$ cat config.mk
export PLATFORM = sky130hd
export DESIGN_NAME = flash_autoselect
export DESIGN_NICKNAME = d
export VERILOG_FILES = /design/src/rtl/flash_as_pkg.sv /design/src/rtl/flash_as_mode_ctrl.sv /design/src/rtl/flash_as_prot_bank.sv /design/src/rtl/flash_as_id_decode.sv /design/src/rtl/flash_autoselect.sv
export SDC_FILE = /design/constraint.sdc
export NUM_CORES = 1
export LEC_CHECK = 0
export BUFFER_PORTS_ARGS = -buffer_cell sky130_fd_sc_hd__buf_2
export CORE_ASPECT_RATIO = 0.6
export CORE_UTILIZATION = 56
export CTS_BUF_LIST = sky130_fd_sc_hd__clkbuf_16
export DETAILED_ROUTE_END_ITERATION = 8
export HOLD_SLACK_MARGIN = 0.05
export MAX_ROUTING_LAYER = met4
export PLACE_DENSITY_LB_ADDON = 0.08
export REMOVE_ABC_BUFFERS = 1
export SLEW_MARGIN = 20
export SYNTH_ARGS = -nofsm -noshare
export SYNTH_HDL_FRONTEND = slang
export SYNTH_SLANG_ARGS = --single-unit
$ cat constraint.sdc
create_clock -name clk_i -period 3.1 [get_ports clk_i]
set_input_delay 0.62 -clock clk_i [delete_from_list [all_inputs] [get_ports clk_i]]
set_output_delay 0.62 -clock clk_i [all_outputs]
set_load 0.03 [all_outputs]
$ cat src/rtl/flash_as_pkg.sv
package flash_as_pkg;
  localparam logic [4:0] SEL_MFR  = 5'b00000;
  localparam logic [4:0] SEL_DEV  = 5'b00001;
  localparam logic [4:0] SEL_PROT = 5'b00010;
  localparam logic [4:0] SEL_EXT1 = 5'b01110;
  localparam logic [4:0] SEL_EXT2 = 5'b01111;
  localparam logic [15:0] EXT_FLAG_CODE = 16'h227E;

  typedef enum logic [1:0] {
    PROT_IDLE  = 2'd0,
    PROT_ARMED = 2'd1,
    PROT_SPOIL = 2'd2
  } prot_state_e;

  function automatic logic [4:0] id_sel(input logic [6:0] low);
    return {low[6], low[3:0]};
  endfunction
endpackage

$ cat src/rtl/flash_as_mode_ctrl.sv
module flash_as_mode_ctrl #(
  parameter int BANK_W = 3
) (
  input  logic              clk_i,
  input  logic              rst_ni,
  input  logic              enter_cmd_i,
  input  logic [BANK_W-1:0] enter_bank_i,
  input  logic              exit_cmd_i,
  input  logic              hv_detect_i,
  input  logic [BANK_W-1:0] rd_bank_i,
  output logic              cmd_active_o,
  output logic [BANK_W-1:0] cmd_bank_o,
  output logic              id_hit_o
);
  logic              active_q;
  logic [BANK_W-1:0] bank_q;

  always_ff @(posedge clk_i or negedge rst_ni) begin
    if (!rst_ni) begin
      active_q <= 1'b0;
      bank_q   <= '0;
    end else if (exit_cmd_i) begin
      active_q <= 1'b0;
    end else if (enter_cmd_i) begin
      active_q <= 1'b1;
      bank_q   <= enter_bank_i;
    end
  end

  assign cmd_active_o = active_q;
  assign cmd_bank_o   = bank_q;
  assign id_hit_o     = hv_detect_i | (active_q && (rd_bank_i == bank_q));
endmodule

$ cat src/rtl/flash_as_prot_bank.sv
module flash_as_prot_bank #(
  parameter int GRP_W     = 10,
  parameter int GRP_SHIFT = 4,
  parameter int N_GROUPS  = 48,
  localparam int GIDX_W   = GRP_W - GRP_SHIFT
) (
  input  logic                clk_i,
  input  logic                rst_ni,
  input  logic                strobe_ni,
  input  logic                hv_i,
  input  logic [GRP_W-1:0]    grp_i,
  output logic [N_GROUPS-1:0] prot_o
);
  import flash_as_pkg::*;

  prot_state_e        st_q;
  logic               strobe_q;
  logic [GRP_W-1:0]   grp_q;
  logic               fall, rise, set_en;
  logic [GIDX_W-1:0]  set_idx;

  assign fall    = strobe_q & ~strobe_ni;
  assign rise    = ~strobe_q & strobe_ni;
  assign set_idx = grp_q[GRP_W-1:GRP_SHIFT];
  // commit only if armed, unchanged and still under high voltage
  assign set_en  = rise && (st_q == PROT_ARMED) && hv_i && (grp_i == grp_q);

  always_ff @(posedge clk_i or negedge rst_ni) begin
    if (!rst_ni) begin
      strobe_q <= 1'b1;
      st_q     <= PROT_IDLE;
      grp_q    <= '0;
    end else begin
      strobe_q <= strobe_ni;
      if (fall) begin
        grp_q <= grp_i;
        st_q  <= hv_i ? PROT_ARMED : PROT_SPOIL;
      end else if (rise) begin
        st_q <= PROT_IDLE;
      end else if (st_q == PROT_ARMED && (!hv_i || grp_i != grp_q)) begin
        st_q <= PROT_SPOIL;
      end
    end
  end

  for (genvar g = 0; g < N_GROUPS; g++) begin : g_bit
    always_ff @(posedge clk_i or negedge rst_ni) begin
      if (!rst_ni)                                         prot_o[g] <= 1'b0;
      else if (set_en && set_idx == GIDX_W'(g))            prot_o[g] <= 1'b1;
    end
  end
endmodule

$ cat src/rtl/flash_as_id_decode.sv
module flash_as_id_decode #(
  parameter int ADDR_W    = 22,
  parameter int DATA_W    = 16,
  parameter int GRP_W     = 10,
  parameter int GRP_SHIFT = 4,
  parameter int N_GROUPS  = 48,
  parameter logic [DATA_W-1:0] MFR_CODE  = 16'h0004,
  parameter logic [DATA_W-1:0] DEV_CODE  = 16'h227E,
  parameter logic [DATA_W-1:0] EXT_CODE1 = 16'h2256,
  parameter logic [DATA_W-1:0] EXT_CODE2 = 16'h2201,
  localparam int GIDX_W   = GRP_W - GRP_SHIFT
) (
  input  logic [ADDR_W-1:0]   addr_i,
  input  logic [DATA_W-1:0]   array_data_i,
  input  logic                id_hit_i,
  input  logic [N_GROUPS-1:0] prot_i,
  output logic [DATA_W-1:0]   data_o
);
  import flash_as_pkg::*;

  localparam bit HAS_EXT = (DEV_CODE == DATA_W'(EXT_FLAG_CODE));

  logic [4:0]        sel;
  logic [GIDX_W-1:0] rd_idx;
  logic              prot_bit;
  logic [DATA_W-1:0] id_word;

  assign sel    = id_sel(addr_i[6:0]);
  assign rd_idx = addr_i[ADDR_W-1 -: GIDX_W];

  always_comb begin
    prot_bit = 1'b0;
    for (int g = 0; g < N_GROUPS; g++)
      if (rd_idx == GIDX_W'(g)) prot_bit = prot_i[g];
  end

  always_comb begin
    case (sel)
      SEL_MFR:  id_word = MFR_CODE;
      SEL_DEV:  id_word = DEV_CODE;
      SEL_PROT: id_word = DATA_W'(prot_bit);
      SEL_EXT1: id_word = HAS_EXT ? EXT_CODE1 : '0;
      SEL_EXT2: id_word = HAS_EXT ? EXT_CODE2 : '0;
      default:  id_word = '0;
    endcase
  end

  assign data_o = id_hit_i ? id_word : array_data_i;
endmodule

$ cat src/rtl/flash_autoselect.sv
module flash_autoselect #(
  parameter int ADDR_W    = 22,
  parameter int DATA_W    = 16,
  parameter int BANK_W    = 3,
  parameter int GRP_W     = 10,
  parameter int GRP_SHIFT = 4,
  parameter int N_GROUPS  = 48,
  parameter logic [DATA_W-1:0] MFR_CODE  = 16'h0004,
  parameter logic [DATA_W-1:0] DEV_CODE  = 16'h227E,
  parameter logic [DATA_W-1:0] EXT_CODE1 = 16'h2256,
  parameter logic [DATA_W-1:0] EXT_CODE2 = 16'h2201
) (
  input  logic              clk_i,
  input  logic              rst_ni,
  input  logic              enter_cmd_i,
  input  logic [BANK_W-1:0] enter_bank_i,
  input  logic              exit_cmd_i,
  input  logic              hv_detect_i,
  input  logic [ADDR_W-1:0] rd_addr_i,
  input  logic [DATA_W-1:0] array_data_i,
  input  logic              prot_strobe_ni,
  output logic [DATA_W-1:0] rd_data_o
);
  logic              cmd_active;
  logic [BANK_W-1:0] cmd_bank;
  logic              id_hit;
  logic [N_GROUPS-1:0] prot_bits;

  flash_as_mode_ctrl #(.BANK_W(BANK_W)) u_mode (
    .clk_i        (clk_i),
    .rst_ni       (rst_ni),
    .enter_cmd_i  (enter_cmd_i),
    .enter_bank_i (enter_bank_i),
    .exit_cmd_i   (exit_cmd_i),
    .hv_detect_i  (hv_detect_i),
    .rd_bank_i    (rd_addr_i[ADDR_W-1 -: BANK_W]),
    .cmd_active_o (cmd_active),
    .cmd_bank_o   (cmd_bank),
    .id_hit_o     (id_hit)
  );

  flash_as_prot_bank #(
    .GRP_W(GRP_W), .GRP_SHIFT(GRP_SHIFT), .N_GROUPS(N_GROUPS)
  ) u_prot (
    .clk_i     (clk_i),
    .rst_ni    (rst_ni),
    .strobe_ni (prot_strobe_ni),
    .hv_i      (hv_detect_i),
    .grp_i     (rd_addr_i[ADDR_W-1 -: GRP_W]),
    .prot_o    (prot_bits)
  );

  flash_as_id_decode #(
    .ADDR_W(ADDR_W), .DATA_W(DATA_W), .GRP_W(GRP_W), .GRP_SHIFT(GRP_SHIFT),
    .N_GROUPS(N_GROUPS), .MFR_CODE(MFR_CODE), .DEV_CODE(DEV_CODE),
    .EXT_CODE1(EXT_CODE1), .EXT_CODE2(EXT_CODE2)
  ) u_dec (
    .addr_i       (rd_addr_i),
    .array_data_i (array_data_i),
    .id_hit_i     (id_hit),
    .prot_i       (prot_bits),
    .data_o       (rd_data_o)
  );
endmodule

# Word level (Yosys, flattened, before mapping)
# Index checks and enable logic that the tools add are counted.
dict set report totals {
  regBits 65
  word_cells 278
  inputBits 47
  output_inout_bits 16
}
dict set report classes {
  bitwise_logic 6
  eq_ne 102
  n_mux 56
  reduce_logical 61
}
# operator count
set op_table {}
lappend op_table {{6-bit by 5-bit == test with 1-bit output, second input constant} 32}
lappend op_table {{6-bit == test, second input constant} 32}
lappend op_table {{6-bit by 4-bit == test with 1-bit output, second input constant} 16}
lappend op_table {{14-bit one-hot mux with 5 select lines} 1}
lappend op_table {{1-bit logical AND} 53}
lappend op_table {{1-bit two-way mux} 50}
lappend op_table {{6-bit by 3-bit == test with 1-bit output, second input constant} 8}
lappend op_table {{6-bit by 2-bit == test with 1-bit output, second input constant} 4}
lappend op_table {{16-bit two-way mux} 1}
lappend op_table {{6-bit by 1-bit == test with 1-bit output, second input constant} 2}
lappend op_table {{6-bit zero test} 2}
lappend op_table {{10-bit == test} 1}
lappend op_table {{5-bit by 4-bit == test with 1-bit output, second input constant} 2}
lappend op_table {{10-bit inequality test} 1}
lappend op_table {{2-bit two-way mux} 4}
lappend op_table {{5-bit by 1-bit == test with 1-bit output, second input constant} 1}
lappend op_table {{5-bit by 2-bit == test with 1-bit output, second input constant} 1}
lappend op_table {{5-bit zero test} 1}
lappend op_table {{3-bit == test} 1}
lappend op_table {{1-bit NOT} 3}
lappend op_table {{3-bit nonzero test} 1}
lappend op_table {{1-bit bitwise AND} 2}
lappend op_table {{2-bit by 1-bit == test with 1-bit output, second input constant} 1}
lappend op_table {{2-bit AND reduction} 1}
lappend op_table {{other kinds (4)} 4}

# Logic depth before layout (Yosys ltp)
dict set report depth {
  ltp_word 51
  depth_mapped 9
  mapped_depth_nobuf 6
}

# By module
# From an unflattened synthesis, not the netlist that was laid out.
dict set report hier_totals {
  cells_unflattened 370
  area_unflattened_um2 3789.9
}
# mod cells_each area_each_um2 instances seq_area_each_um2
set modules_own_cells {}
lappend modules_own_cells {flash_as_prot_bank 190 2458.6 1 1527.7}
lappend modules_own_cells {flash_as_id_decode 166 1128.6 1 0.0}
lappend modules_own_cells {flash_as_mode_ctrl 14 202.7 1 100.1}

# Worst setup path before layout
# Ideal clock, no wire load.
dict set report synth_path {
  kind {input-to-output}
  start {input port rd_addr_i[17]}
  end {output port rd_data_o[0]}
  path_buffers 3
  arrival_time_ns 2.494
  setup_slack_ns -0.014
  t_required_ns 2.480
  stages 9
  path_cell_list {clkbuf_1 buf_2 buf_2 nand3b_1 o211ai_1 o311ai_0 a22oi_1 a311oi_1 nor3_1}
}
dict set report synth_between {
  elab_chain_cells 51
}
# element line
set synth_rtl {}
lappend synth_rtl {{from (decl)} flash_autoselect.sv:19} ;# input logic [ADDR_W-1:0] rd_addr_i,
lappend synth_rtl {{6-bit zero test} flash_as_id_decode.sv:34} ;# if (rd_idx == GIDX_W'(g)) prot_bit = prot_i[g];
lappend synth_rtl {{1-bit two-way mux (47 in a row)} flash_as_id_decode.sv:34}
lappend synth_rtl {{1-bit two-way mux (*)} flash_as_id_decode.sv:34}
lappend synth_rtl {{14-bit one-hot mux with 5 select lines (*)} flash_as_id_decode.sv:38} ;# case (sel)
lappend synth_rtl {{16-bit two-way mux (*)} flash_as_id_decode.sv:48} ;# assign data_o = id_hit_i ? id_word : array_data_i;
lappend synth_rtl {{to (decl)} flash_autoselect.sv:22} ;# output logic [DATA_W-1:0] rd_data_o
# Every way passes the cells marked *; elsewhere a longest branch is shown, timed or not.

# Final worst setup path
dict set report layout_path {
  start {input port rd_addr_i[16]}
  end {output port rd_data_o[0]}
}
# The elaborated chain is that of the path after synthesis.

==> impl_metrics.env <==
export IMPL_num_rows=22
export IMPL_vdd_drop_max_uv=459
export IMPL_layout_area_overhead_vs_synth_pct=20.1
export IMPL_synth_ff_type="dfrtp_1"
export IMPL_ant_nets=0
export IMPL_path_clk_slew_ps=50
export IMPL_p_per_area_nw_per_um2=505
export IMPL_core_sq_um=6140
export IMPL_globalplace_congestion=1.02
export IMPL_yosysSeqAreaShare=0.454
export IMPL_multiInputGateArea_sq_um=1780
export IMPL_syn_mean_instance_area_sq_um=10.4
export IMPL_grt_pass1_vias=2876
export IMPL_tightestPinTransition_ps=629
export IMPL_start_kind="primary input"
export IMPL_maxCapViolCount=0
export IMPL_hold_viol_final=0
export IMPL_nNetsFinal=458
export IMPL_dp_cells=484
export IMPL_synth_seq_cells=65
export IMPL_io_buffers=55
export IMPL_synth_most_common_cell="dfrtp_1"
export IMPL_yosys_top_cells_count="dfrtp_1, a21o_1, nor2_1"
export IMPL_async_reset_ff_frac=1.00
export IMPL_netlist_area_leader_share=0.447
export IMPL_slew_violations=0
export IMPL_initial_core_util=0.584
export IMPL_ios=63
export IMPL_ys_warn_count=0
export IMPL_yosys_area_top_type="dfrtp_1"
export IMPL_stdcell_count=500
export IMPL_timing_final_crit_period_ps=3030
export IMPL_clock_skew_ps=5.27
export IMPL_wl_per_cell_um=18.2
export IMPL_clock_latency_ps=340
export IMPL_period_share=0.976
export IMPL_rsz0062_at_grt="no"
export IMPL_grt_pass1_wl_um=15100
export IMPL_globalRouteOverflowTotal=0
export IMPL_synthesis_instances=344
export IMPL_ys_types=59
export IMPL_grt_max_degree=41
export IMPL_syn_area_sq_um=3590
export IMPL_antenna_diode_count=0
export IMPL_path_class="in2out"
export IMPL_required_ps=2480
export IMPL_die_x_um=105
export IMPL_synth_area_leaders="dfrtp_1, a21o_1, mux2_2"
export IMPL_drt_first_pass_iters=4
export IMPL_end_kind="primary output"
export IMPL_cts_made_buffers=9
export IMPL_die_area_sq_um=6740
export IMPL_leakage_nw=2.37
export IMPL_htree_levels=3
export IMPL_setup_viol=0
export IMPL_cts_tree="done"
export IMPL_drt_initial_drc_count=188
export IMPL_vias_per_cell=5.92
export IMPL_outcome="finished, final reports clean"
export IMPL_routed_wl_um=9090
export IMPL_grt_total_usage=0.309
export IMPL_cts_root_buf="clkbuf_16"
export IMPL_clk_path_buf_depth=2
export IMPL_vias=2961
export IMPL_crit_arrival_ps=2410
export IMPL_regArea_sq_um=1630
export IMPL_clock_fmax_mhz=330
export IMPL_fill_cells=467
export IMPL_hold_class="in2async"
export IMPL_cts_sinks=65
export IMPL_antenna_found_initial=0
export IMPL_ctsHoldBuffers=0
export IMPL_place_area_sq_um=4020
export IMPL_finalInstanceArea_sq_um=4310
export IMPL_route_detailed_drc=0
export IMPL_max_slew_margin=0.577
export IMPL_dp_hpwl_um=6580
export IMPL_worstPathMaxFanout=14
export IMPL_synth_edf_count=0
export IMPL_drive_above_1_share=0.303
export IMPL_die_y_um=64.0
==> worst max-delay path, cell delays in order <==
cell      delay, ps
buf_4           180
buf_12          160
nor4bb_1        270
a31oi_1          90
o221a_2         280
o221ai_1        210
a311oi_1        130
nor3_1          220
buf_2           240
==> worst paths after layout <==
path | to | slack, ps | startpoint | depth (start not counted)
worst max register to register | u_prot.prot_o[21] | 980 | u_prot.grp_q[6] | 6
worst min-delay path | u_prot.st_q[1] | 290 | rst_ni | 2
max in group asynchronous | u_prot.prot_o[25] | 2380 | rst_ni | 2
worst min register to register | u_prot.prot_o[35] | 450 | u_prot.prot_o[35] | 2
min in group clk_i | u_prot.strobe_q | 430 | prot_strobe_ni | 1
worst max-delay path | rd_data_o[0] | 70 | rd_addr_i[16] | 9
==> routing by layer <==
metal / wire [um] / up-vias / global-route usage
met2: 3810 / 108 / 0.417
met4: 91 / 0 / 0.114
met1: 4560 / 1460 / 0.449
met5: 0 / - / -
met3: 624 / 11 / 0.0745
li1: - / 1382 / -
==> timing repair <==
| item | CTS | global route |
|---|---|---|
| pin swaps | 0 | 0 |
| endpoints found under the setup margin | 1 | 1 |
| buffers inserted | 0 | 0 |
| resized for setup | 2 | 2 |
| cloned | 0 | 0 |
==> layout make-up <==
type | instances | share of cell area
clock buffer | 9 | 0.0523
timing repair buffer | 80 | 0.112
multi-input combinational | 246 | 0.413
sequential | 65 | 0.378
tap | 84 | 0.0244
inverter | 9 | 0.00813
clock inverter | 7 | 0.0125
==> cells in the final DEF (no fill, tap or decap), drive strengths merged, types with 8 or more instances in the layout <==
cell type	n
a21o	53
mux2	15
dfrtp	64
a21oi	8
clkbuf	10
xnor2	13
nor2	20
nand2	18
nor2b	8
o21ai	8
nand2b	12
and2	8
inv	11
nor3	11
buf	79
==> power breakdown <==
part / switching, mW / internal (mW)
logic: 0.182 / 0.135
registers: 0.0430 / 0.877
clock network: 0.393 / 0.547
total: 0.618 / 1.56
==> cell families after synthesis <==
family                 synth area share
AO/OA/AOI/OAI                     0.217
flip-flops                        0.454
XOR/XNOR                         0.0338
multiplexers                     0.0701
AND/OR/NAND/NOR                   0.173
buffers and inverters            0.0513
==> through the flow <==
stage / power (mW) / utilization / TNS, ps / worst slack, ps / hold WS [ps]
after CTS: 2.19 / 0.700 / 0 / 59.7 / 296
after detailed placement: 1.25 / 0.654 / -48.8 / -48.8 / 432
after global placement: 1.24 / 0.654 / -23.8 / -23.8 / 424
after global routing: 2.26 / 0.702 / 0 / 21.4 / 328
final: 2.18 / 0.702 / 0 / 73.8 / 286
after floorplan: 1.10 / - / -109 / -109 / 324
==> flip-flops by register name (all words and copies together) (netlist names) <==
name / count
u_prot.prot_o: 48
u_prot.grp_q: 10
u_mode.cmd_bank_o: 3
u_prot.st_q: 2
u_mode.cmd_active_o: 1
u_prot.strobe_q: 1
Note: power is estimated with default switching activity, not from simulation.
